$ cat config.mk
export PLATFORM = sky130hd
export DESIGN_NAME = scl_phase_gen
export DESIGN_NICKNAME = d
export VERILOG_FILES = /design/src/rtl/scl_pkg.sv /design/src/rtl/scl_marks.sv /design/src/rtl/scl_phase_fsm.sv /design/src/rtl/scl_strobe_dec.sv /design/src/rtl/scl_phase_gen.sv
export SDC_FILE = /design/constraint.sdc
export NUM_CORES = 1
export LEC_CHECK = 0
export ABC_AREA = 1
export CAP_MARGIN = 5
export CORE_MARGIN = 1
export CORE_UTILIZATION = 65
export DETAILED_ROUTE_END_ITERATION = 8
export PLACE_DENSITY = 0.87
export SYNTH_ARGS = -nofsm -noshare
export SYNTH_HDL_FRONTEND = slang
export SYNTH_HIERARCHICAL = 1
export SYNTH_SLANG_ARGS = --single-unit
$ cat constraint.sdc
create_clock -name clk_i -period 7.9 [get_ports clk_i]
set_clock_uncertainty 0.05 [all_clocks]
set_input_delay 1.58 -clock clk_i [delete_from_list [all_inputs] [get_ports clk_i]]
set_output_delay 1.58 -clock clk_i [all_outputs]
set_load 0.005 [all_outputs]
$ cat src/rtl/scl_pkg.sv
package scl_pkg;
    typedef enum logic [1:0] {
        PH_OFF  = 2'd0,
        PH_LOW  = 2'd1,
        PH_HIGH = 2'd2
    } phase_e;
endpackage

$ cat src/rtl/scl_marks.sv
// Derives the last count, midpoint and seven-eighths point of the current phase.
module scl_marks #(
    parameter int DIV_W     = 16,
    parameter int UNIT_LOG2 = 3,   // must be at least 3 for the 7/8 point
    parameter int CNT_W     = DIV_W + UNIT_LOG2 + 2
) (
    input  logic [DIV_W-1:0] div_i,
    input  logic             stretch_i,
    output logic [CNT_W-1:0] last_o,
    output logic [CNT_W-1:0] mid_o,
    output logic [CNT_W-1:0] late_o
);
    logic [CNT_W-1:0] units;
    logic [CNT_W-1:0] span;

    always_comb begin
        units  = CNT_W'(div_i) + CNT_W'(1);
        span   = units << UNIT_LOG2;
        mid_o  = units << (UNIT_LOG2 - 1);
        late_o = span - (units << (UNIT_LOG2 - 3));
        last_o = (stretch_i ? (span << 1) : span) - CNT_W'(1);
    end
endmodule

$ cat src/rtl/scl_phase_fsm.sv
// Phase sequencer: off / low / high, with the divider latched at each boundary.
module scl_phase_fsm
    import scl_pkg::*;
#(
    parameter int DIV_W = 16,
    parameter int CNT_W = 21
) (
    input  logic             clk_i,
    input  logic             rst_ni,
    input  logic             enable_i,
    input  logic [DIV_W-1:0] div_low_i,
    input  logic [DIV_W-1:0] div_high_i,
    input  logic             rstart_i,
    input  logic [CNT_W-1:0] last_i,
    output phase_e           phase_o,
    output logic [CNT_W-1:0] cnt_o,
    output logic [DIV_W-1:0] div_o,
    output logic             stretch_o
);
    typedef struct packed {
        phase_e           phase;
        logic [CNT_W-1:0] cnt;
        logic [DIV_W-1:0] div;
        logic             stretch;
    } state_t;

    state_t st_d, st_q;

    always_comb begin
        st_d = st_q;
        if (!enable_i) begin
            st_d.phase   = PH_OFF;
            st_d.cnt     = '0;
            st_d.stretch = 1'b0;
        end else begin
            unique case (st_q.phase)
                PH_OFF: begin
                    st_d.phase = PH_LOW;
                    st_d.cnt   = '0;
                    st_d.div   = div_low_i;
                end
                PH_LOW: begin
                    if (st_q.cnt == last_i) begin
                        st_d.phase   = PH_HIGH;
                        st_d.cnt     = '0;
                        st_d.div     = div_high_i;
                        st_d.stretch = rstart_i;
                    end else begin
                        st_d.cnt = st_q.cnt + CNT_W'(1);
                    end
                end
                PH_HIGH: begin
                    if (st_q.cnt == last_i) begin
                        st_d.phase   = PH_LOW;
                        st_d.cnt     = '0;
                        st_d.div     = div_low_i;
                        st_d.stretch = 1'b0;
                    end else begin
                        st_d.cnt = st_q.cnt + CNT_W'(1);
                    end
                end
                default: begin
                    st_d.phase = PH_OFF;
                    st_d.cnt   = '0;
                end
            endcase
        end
    end

    always_ff @(posedge clk_i) begin
        if (!rst_ni) begin
            st_q.phase   <= PH_OFF;
            st_q.cnt     <= '0;
            st_q.div     <= '0;
            st_q.stretch <= 1'b0;
        end else begin
            st_q <= st_d;
        end
    end

    assign phase_o   = st_q.phase;
    assign cnt_o     = st_q.cnt;
    assign div_o     = st_q.div;
    assign stretch_o = st_q.stretch;
endmodule

$ cat src/rtl/scl_strobe_dec.sv
// Decodes the SCL level and the bit-phase strobes from the sequencer state.
module scl_strobe_dec
    import scl_pkg::*;
#(
    parameter int CNT_W = 21
) (
    input  phase_e           phase_i,
    input  logic [CNT_W-1:0] cnt_i,
    input  logic [CNT_W-1:0] mid_i,
    input  logic [CNT_W-1:0] late_i,
    input  logic             stretch_i,
    output logic             scl_o,
    output logic             fall_o,
    output logic             change_o,
    output logic             rise_o,
    output logic             sample_o,
    output logic             drop_o
);
    logic in_low, in_high, at_start;

    always_comb begin
        in_low   = (phase_i == PH_LOW);
        in_high  = (phase_i == PH_HIGH);
        at_start = (cnt_i == '0);
        scl_o    = !in_low;
        fall_o   = in_low  && at_start;
        change_o = in_low  && (cnt_i == mid_i);
        rise_o   = in_high && at_start;
        sample_o = in_high && (cnt_i == mid_i);
        drop_o   = in_high && stretch_i && (cnt_i == late_i);
    end
endmodule

$ cat src/rtl/scl_phase_gen.sv
module scl_phase_gen
    import scl_pkg::*;
#(
    parameter int DIV_W     = 16,
    parameter int UNIT_LOG2 = 3
) (
    input  logic               clk_i,
    input  logic               rst_ni,
    input  logic               enable_i,
    input  logic [2*DIV_W-1:0] div_word_i,
    input  logic               rstart_i,
    output logic               scl_o,
    output logic               fall_stb_o,
    output logic               change_stb_o,
    output logic               rise_stb_o,
    output logic               sample_stb_o,
    output logic               sda_drop_o
);
    localparam int CNT_W = DIV_W + UNIT_LOG2 + 2;

    phase_e           phase;
    logic [CNT_W-1:0] cnt, last_idx, mid_idx, late_idx;
    logic [DIV_W-1:0] cur_div;
    logic             stretch;

    // low divider in the lower half of the word, high divider in the upper half
    scl_phase_fsm #(.DIV_W(DIV_W), .CNT_W(CNT_W)) i_fsm (
        .clk_i      (clk_i),
        .rst_ni     (rst_ni),
        .enable_i   (enable_i),
        .div_low_i  (div_word_i[DIV_W-1:0]),
        .div_high_i (div_word_i[2*DIV_W-1:DIV_W]),
        .rstart_i   (rstart_i),
        .last_i     (last_idx),
        .phase_o    (phase),
        .cnt_o      (cnt),
        .div_o      (cur_div),
        .stretch_o  (stretch)
    );

    scl_marks #(.DIV_W(DIV_W), .UNIT_LOG2(UNIT_LOG2), .CNT_W(CNT_W)) i_marks (
        .div_i     (cur_div),
        .stretch_i (stretch),
        .last_o    (last_idx),
        .mid_o     (mid_idx),
        .late_o    (late_idx)
    );

    scl_strobe_dec #(.CNT_W(CNT_W)) i_dec (
        .phase_i   (phase),
        .cnt_i     (cnt),
        .mid_i     (mid_idx),
        .late_i    (late_idx),
        .stretch_i (stretch),
        .scl_o     (scl_o),
        .fall_o    (fall_stb_o),
        .change_o  (change_stb_o),
        .rise_o    (rise_stb_o),
        .sample_o  (sample_stb_o),
        .drop_o    (sda_drop_o)
    );
endmodule

==> results of run 1 <==
layout by cell type (no fill, tap or decap), types with 7 or more instances in the layout:
master,netlist,final
nand2_1,380,380
inv_1,145,145
nor2_1,139,139
nand3_1,63,63
clkdlybuf4s50_1,0,41
dfxtp_1,40,40
nand2_2,37,37
xor2_1,28,28
inv_2,21,21
a21oi_1,19,19
o21ai_0,16,16
ha_1,14,14
xnor2_1,13,13
nand4_1,13,13
nor3_1,11,11
nand2_4,7,7
conb_1,2,7
power groups by stage:
| stage | sequential, mW | combinational (mW) | clock [mW] |
|---|---|---|---|
| finish | 0.223 | 0.382 | 0.133 |
| global route | 0.225 | 0.433 | 0.144 |
| CTS | 0.223 | 0.375 | 0.136 |
| detailed placement | 0.227 | 0.373 | 0 |
| global placement | 0.227 | 0.370 | 0 |
| floorplan | 0.224 | 0.297 | 0 |
stage by stage:
step                      util [%]  cell area, um2
after CTS                    73.37            5998
after floorplan                  -            5503
after global routing         73.37            5998
after global placement       72.38            5917
after detailed placement     72.38            5917
final                        73.37            5998
how the worst max path moves through the flow:
stage	end	slack (ns)	cells after the start
floorplan	sda_drop_o	3.56	24
global placement	sda_drop_o	2.65	22
detailed placement	sda_drop_o	2.64	22
CTS	sda_drop_o	2.30	22
global route	sda_drop_o	1.94	22
finish	sda_drop_o	2.21	22
worst max-delay path, delay by kind of cell, from the launching register on:
kind	cells	cell delay (ns)
adder cells (fa/ha/maj)	1	0.37
buffers and inverters	2	0.59
AO/OA/AOI/OAI	3	0.52
flip-flops	1	0.48
AND/OR/NAND/NOR	16	1.79
layer usage:
layer  up-vias  share of wire (%)  global-route usage (%)
met5         -               0.21                   3.205
met4         2                2.8                   10.77
met3        32                5.8                   3.236
met2       208                 44                   56.87
met1      2595                 47                   46.29
li1       3169                  -                       -
layout make-up:
type | count | share of cell area, %
Multi-Input combinational cell | 801 | 65.75
Sequential cell | 40 | 13.35
Inverter | 166 | 10.39
Timing Repair Buffer | 42 | 6.967
Tap cell | 105 | 2.190
Clock buffer | 5 | 1.147
Clock inverter | 2 | 0.2086
cells by family (layout without fill, tap and decap cells):
group | Yosys count | in the layout | synth area share, %
other | 2 | 7 | 0.1369
flip-flops | 40 | 40 | 14.60
adder cells (fa/ha/maj) | 14 | 14 | 3.194
AND/OR/NAND/NOR | 682 | 682 | 55.56
AO/OA/AOI/OAI | 57 | 57 | 6.137
buffers and inverters | 186 | 215 | 13.83
XOR/XNOR | 41 | 41 | 6.548
registers in the layout, indices dropped and copies added (netlist names):
signal           flops
i_fsm/cnt_o         21
i_fsm/div_o         16
i_fsm/phase_o        2
i_fsm/stretch_o      1
==> results_dict.tcl, run 1 <==
set metrics [dict create \
    status "finished, final reports clean" \
    worst_path_most_repeated_cell "nand2_1" \
    multi_input_area_um2 3944 \
    path_max_fanout 8 \
    max_cap_viol_count 0 \
    fin_crit_ns 5.686 \
    r2r_cells 21 \
    yosysTopAreaCell "nand2_1" \
    post-cts-setup-buffers 0 \
    place_ws_ns 2.640 \
    numCtsBuffers 5 \
    peakVddDrop_mv 0.08909 \
    ctsRootBufferMaster "clkbuf_8" \
    finalHoldViolCount 0 \
    timing.rr.end "i_fsm/cnt_o[5]$_SDFF_PN0_" \
    tns_ns 0 \
    critPathLaunchType "flop" \
    drt_wl_total_um 14070 \
    setup_viol 0 \
    synth_common_cells "nand2_1, inv_1, nor2_1" \
    synth-edff-count 0 \
    syn_area_um2 5484 \
    hpwl_um 11450 \
    sw_frac_of_total_pct 44.35 \
    finalCritPeriodShare_pct 71.98 \
    holdPathStages 4 \
    rows 33 \
    async_flop_share_pct 0 \
    cts_max_path_buffers 2 \
    worst_slack_ns 2.214 \
    slew_headroom_pct 49.99 \
    synth_top_area_share_pct 26.01 \
    dp.cells 1154 \
    internal_power_mw 0.4108 \
    grt_pass1_wl_um 24150 \
    worstHoldStart "i_fsm/div_o[4]$_SDFFE_PN0P_" \
    coreArea_um2 8175 \
    crit_required_ns 6.27 \
    min_to "i_fsm/div_o[4]$_SDFFE_PN0P_" \
    fmax_mhz 175.9 \
    combPwrFrac_pct 51.7 \
    stdcell_count 1161 \
    total_power_mw 0.7382 \
    whs_ns 0.5225 \
    synth_flop_cell "dfxtp_1" \
    die_w_um 93.85 \
    syn_inst 1022 \
    drcViolationCount 0 \
    drive_above_1_share_pct 9.754 \
    tightest_slew_ns 0.7491 \
    diodes 0 \
    synthTopCellsByArea "nand2_1, dfxtp_1, inv_1" \
    hold_class "flop to flop" \
    grt-ovfl-total 0 \
    ant_nets 0 \
    gp_congestion 0.9740 \
    clock-sinks 40 \
    antenna_found_initial 0 \
    first_iter_violations 448 \
    routedWlPerCell_um 12.11 \
    firstDrtPassIters 5 \
    postCtsHoldBufs 0 \
    seq_power_share_pct 30.2 \
    start_util_pct 67.08 \
    crit_path_end_kind "output pin" \
    grt_setup_unrepaired "no" \
    crit_type "flop to output pin" \
    cp.arrival_ns 4.06 \
    synth_seq_cells 40 \
    fillers 795 \
    dr_total_vias 6006 \
    cpPeakStageDelay_ns 0.49 \
    die_h_um 93.85 \
    cts_resized 0 \
    yosysSeqAreaShare_pct 14.60 \
    vias_per_cell 5.173 \
    synth_area_per_cell_um2 5.366 \
    regArea_um2 800.8 \
    powerDensity_nw_per_um2 123.1 \
    grt_pass1_vias 5254 \
    track_usage_pct 34.31 \
    p_leak_nw 3.189 \
    synth_most_common_cell "nand2_1" \
    slowest_stage "clkdlybuf4s50_1" \
    p_sw_mw 0.3274 \
    nNetsFinal 1106 \
    cts_tree "built" \
    r2r_start "i_fsm/stretch_o$_SDFFE_PN0P_" \
    area_growth_pct 9.377 \
    pin_count 42 \
    clock_power_share_pct 18.1 \
    clk_latency_ns 0.30 \
    ys_types 41 \
    htree_levels 2 \
    drv_slew 0 \
    cp_cell_sequence "nand3_2 -> nor2_8 -> nand3_2 -> nor2_1 -> nand2_1 -> nand2_2 -> inv_1 -> ha_1 -> a21oi_1 -> o21ai_0 -> a21oi_1 -> nand2_1 -> nand2_1 -> nand2_1 -> nand2_1 -> nand2_1 -> nor2_1 -> nand3_1 -> nor2_1 -> nand2_1 -> nor2_1 -> clkdlybuf4s50_1" \
    dieArea_um2 8808 \
    critPathLaunch "i_fsm/div_o[2]$_SDFFE_PN0P_" \
    reg2reg_setup_slack_ns 3.40 \
    grt_max_degree 33 \
    synth_warnings 6 \
    path_clk_slew_ns 0.08 \
    port_buffers 41 \
]
Note: power is estimated with default switching activity, not from simulation.
==> run 2, diff against run 1 <==
--- a/config.mk
+++ b/config.mk
@@ -8,9 +8,9 @@
 export ABC_AREA = 1
 export CAP_MARGIN = 5
 export CORE_MARGIN = 1
-export CORE_UTILIZATION = 65
+export CORE_UTILIZATION = 61
 export DETAILED_ROUTE_END_ITERATION = 8
-export PLACE_DENSITY = 0.87
+export PLACE_DENSITY = 0.83
 export SYNTH_ARGS = -nofsm -noshare
 export SYNTH_HDL_FRONTEND = slang
 export SYNTH_HIERARCHICAL = 1
==> constraint.sdc (replaced) <==
create_clock -name clk_i -period 5.6 [get_ports clk_i]
set_clock_uncertainty 0.05 [all_clocks]
set_input_delay 1.12 -clock clk_i [delete_from_list [all_inputs] [get_ports clk_i]]
set_output_delay 1.12 -clock clk_i [all_outputs]
set_load 0.005 [all_outputs]
==> run 2 against run 1 <==
Sequential cell count unchanged. Utilization decreased by 4.5 points. Total power increased by 42%. Setup slack got worse by 1.8 ns. Die area increased by 6.4%. Critical endpoint unchanged. Largest power group unchanged.
==> results_dict.tcl, run 2 (same netlist as run 1, synthesis figures left out) <==
set metrics [dict create \
    vias_per_cell 5.099 \
    routedWlPerCell_um 12.41 \
    tns_ns 0 \
    gp_congestion 1.019 \
    final_common_cell "nand2_1" \
    crit_required_ns 4.43 \
    postCtsHoldBufs 0 \
    cp.arrival_ns 3.98 \
    worst_slack_ns 0.4502 \
    clk_latency_ns 0.30 \
    critPathLaunch "i_fsm/div_o[2]$_SDFFE_PN0P_" \
    crit_family "simple AND/OR/NAND/NOR gates" \
    grt_setup_unrepaired "no" \
    coreArea_um2 8721 \
    largest_reg_flops 21 \
    path_clk_slew_ns 0.08 \
    crit_buf_inv 2 \
    nNetsFinal 1106 \
    numCtsBuffers 5 \
    dr_total_vias 5935 \
    grt-ovfl-total 0 \
    cts_tree "built" \
    drcViolationCount 0 \
    drt_wl_total_um 14450 \
    first_iter_violations 464 \
    track_usage_pct 31.59 \
    drv_slew 0 \
    fin_crit_ns 5.150 \
    firstDrtPassIters 6 \
    ctsRootBufferMaster "clkbuf_8" \
    status "finished, final reports clean" \
    dieArea_um2 9373 \
    cpPeakStageDelay_ns 0.49 \
    cts_resized 0 \
    slowest_stage "dfxtp_1" \
    post-cts-setup-buffers 0 \
    peakVddDrop_mv 0.09985 \
    p_leak_nw 3.189 \
    drive_above_1_share_pct 9.754 \
    htree_levels 2 \
    hpwl_um 11610 \
    grt_pass1_wl_um 24460 \
    grt_max_degree 33 \
    clock-sinks 40 \
    max_cap_viol_count 0 \
    grt_pass1_vias 5367 \
    die_w_um 96.82 \
    antenna_found_initial 0 \
    final_cell_mix "nand2_1, inv_1, nor2_1" \
    rows 34 \
    fmax_mhz 194.2 \
    powerDensity_nw_per_um2 175.1 \
    r2r_start "i_fsm/stretch_o$_SDFFE_PN0P_" \
    hold_class "flop to flop" \
    cts_max_path_buffers 2 \
    slew_headroom_pct 49.67 \
    tightest_slew_ns 0.7542 \
    setup_viol 0 \
    worstHoldStart "i_fsm/div_o[11]$_SDFFE_PN0P_" \
    ant_nets 0 \
    pin_count 42 \
    path_max_fanout 8 \
    diodes 0 \
    area_growth_pct 9.446 \
    cp_cell_sequence "nand3_2 -> nor2_8 -> nand3_2 -> nor2_1 -> nand2_1 -> nand2_2 -> inv_1 -> ha_1 -> a21oi_1 -> o21ai_0 -> a21oi_1 -> nand2_1 -> nand2_1 -> nand2_1 -> nand2_1 -> nand2_1 -> nor2_1 -> nand3_1 -> nor2_1 -> nand2_1 -> nor2_1 -> clkdlybuf4s50_1" \
    finalCritPeriodShare_pct 91.96 \
    place_ws_ns 0.7850 \
    die_h_um 96.82 \
    crit_type "flop to output pin" \
    critPathLaunchType "flop" \
    finalHoldViolCount 0 \
    worst_path_most_repeated_cell "nand2_1" \
    start_util_pct 62.88 \
    port_buffers 41 \
    crit_path_end_kind "output pin" \
]
## run 2: routing by layer
| metal | vias up | share of wire (%) | wire length, um | track usage, % |
|---|---|---|---|---|
| li1 | 3158 | - | - | - |
| met1 | 2544 | 47 | 6773 | 42.62 |
| met2 | 200 | 44 | 6387 | 52.65 |
| met3 | 33 | 6.3 | 905 | 2.962 |
| met4 | 0 | 2.6 | 379 | 10.56 |
| met5 | - | 0 | 0 | 0 |
## run 2: area by class of cell
class                   count  area (um2)
flip-flops and latches     40       800.8
well taps                 108       135.1
multi-input cells         801        3944
clock buffers               5       68.82
repair buffers             42       417.9
clock inverters             2       12.51
fillers                   832        2719
inverters                 166       623.1
## run 2: path summary, 6_finish.rpt
kind                                  endpoint  slack, ns  depth (start not counted)
setup / recovery                    sda_drop_o       0.45                         22
hold / removal    i_fsm/div_o[11]$_SDFFE_PN0P_       0.51                          4
setup reg to reg     i_fsm/cnt_o[5]$_SDFF_PN0_       1.08                         23
hold reg to reg   i_fsm/div_o[11]$_SDFFE_PN0P_       0.51                          4
## run 2: worst min-delay path: stages, from the launching register on
cell	delay, ns
dfxtp_1	0.34
inv_1	0.07
nand2_2	0.05
nand2_1	0.04
nor2_1	0.03
## run 2: power by group
| part | total [mW] | switching (mW) | internal [mW] | leakage [nW] |
|---|---|---|---|---|
| Combinational | 0.544 | 0.344 | 0.199 | 2.82 |
| Clock | 0.192 | 0.108 | 0.0846 | 0.0400 |
| Sequential | 0.315 | 0.0193 | 0.296 | 0.326 |
## run 2: metrics by stage
stage / util [%] / instance area, um2 / instances / hold WS [ns] / power, mW
finish: 68.82 / 6002 / 1164 / 0.5090 / 1.051
floorplan: - / 5503 / 1027 / 0.4252 / 0.7343
detailed placement: 67.89 / 5921 / 1157 / 0.4936 / 0.8523
global route: 68.82 / 6002 / 1164 / 0.5338 / 1.136
global placement: 67.89 / 5921 / 1157 / 0.4826 / 0.8494
CTS: 68.82 / 6002 / 1164 / 0.5129 / 1.046
==> run 3, diff against run 2 <==
--- a/config.mk
+++ b/config.mk
@@ -9,6 +9,7 @@
 export CAP_MARGIN = 5
 export CORE_MARGIN = 1
 export CORE_UTILIZATION = 61
+export CTS_CLUSTER_SIZE = 24
 export DETAILED_ROUTE_END_ITERATION = 8
 export PLACE_DENSITY = 0.83
 export SYNTH_ARGS = -nofsm -noshare
==> results of run 3 <==
Same layout as run 2: the final DEF is identical, and so are final timing and power.
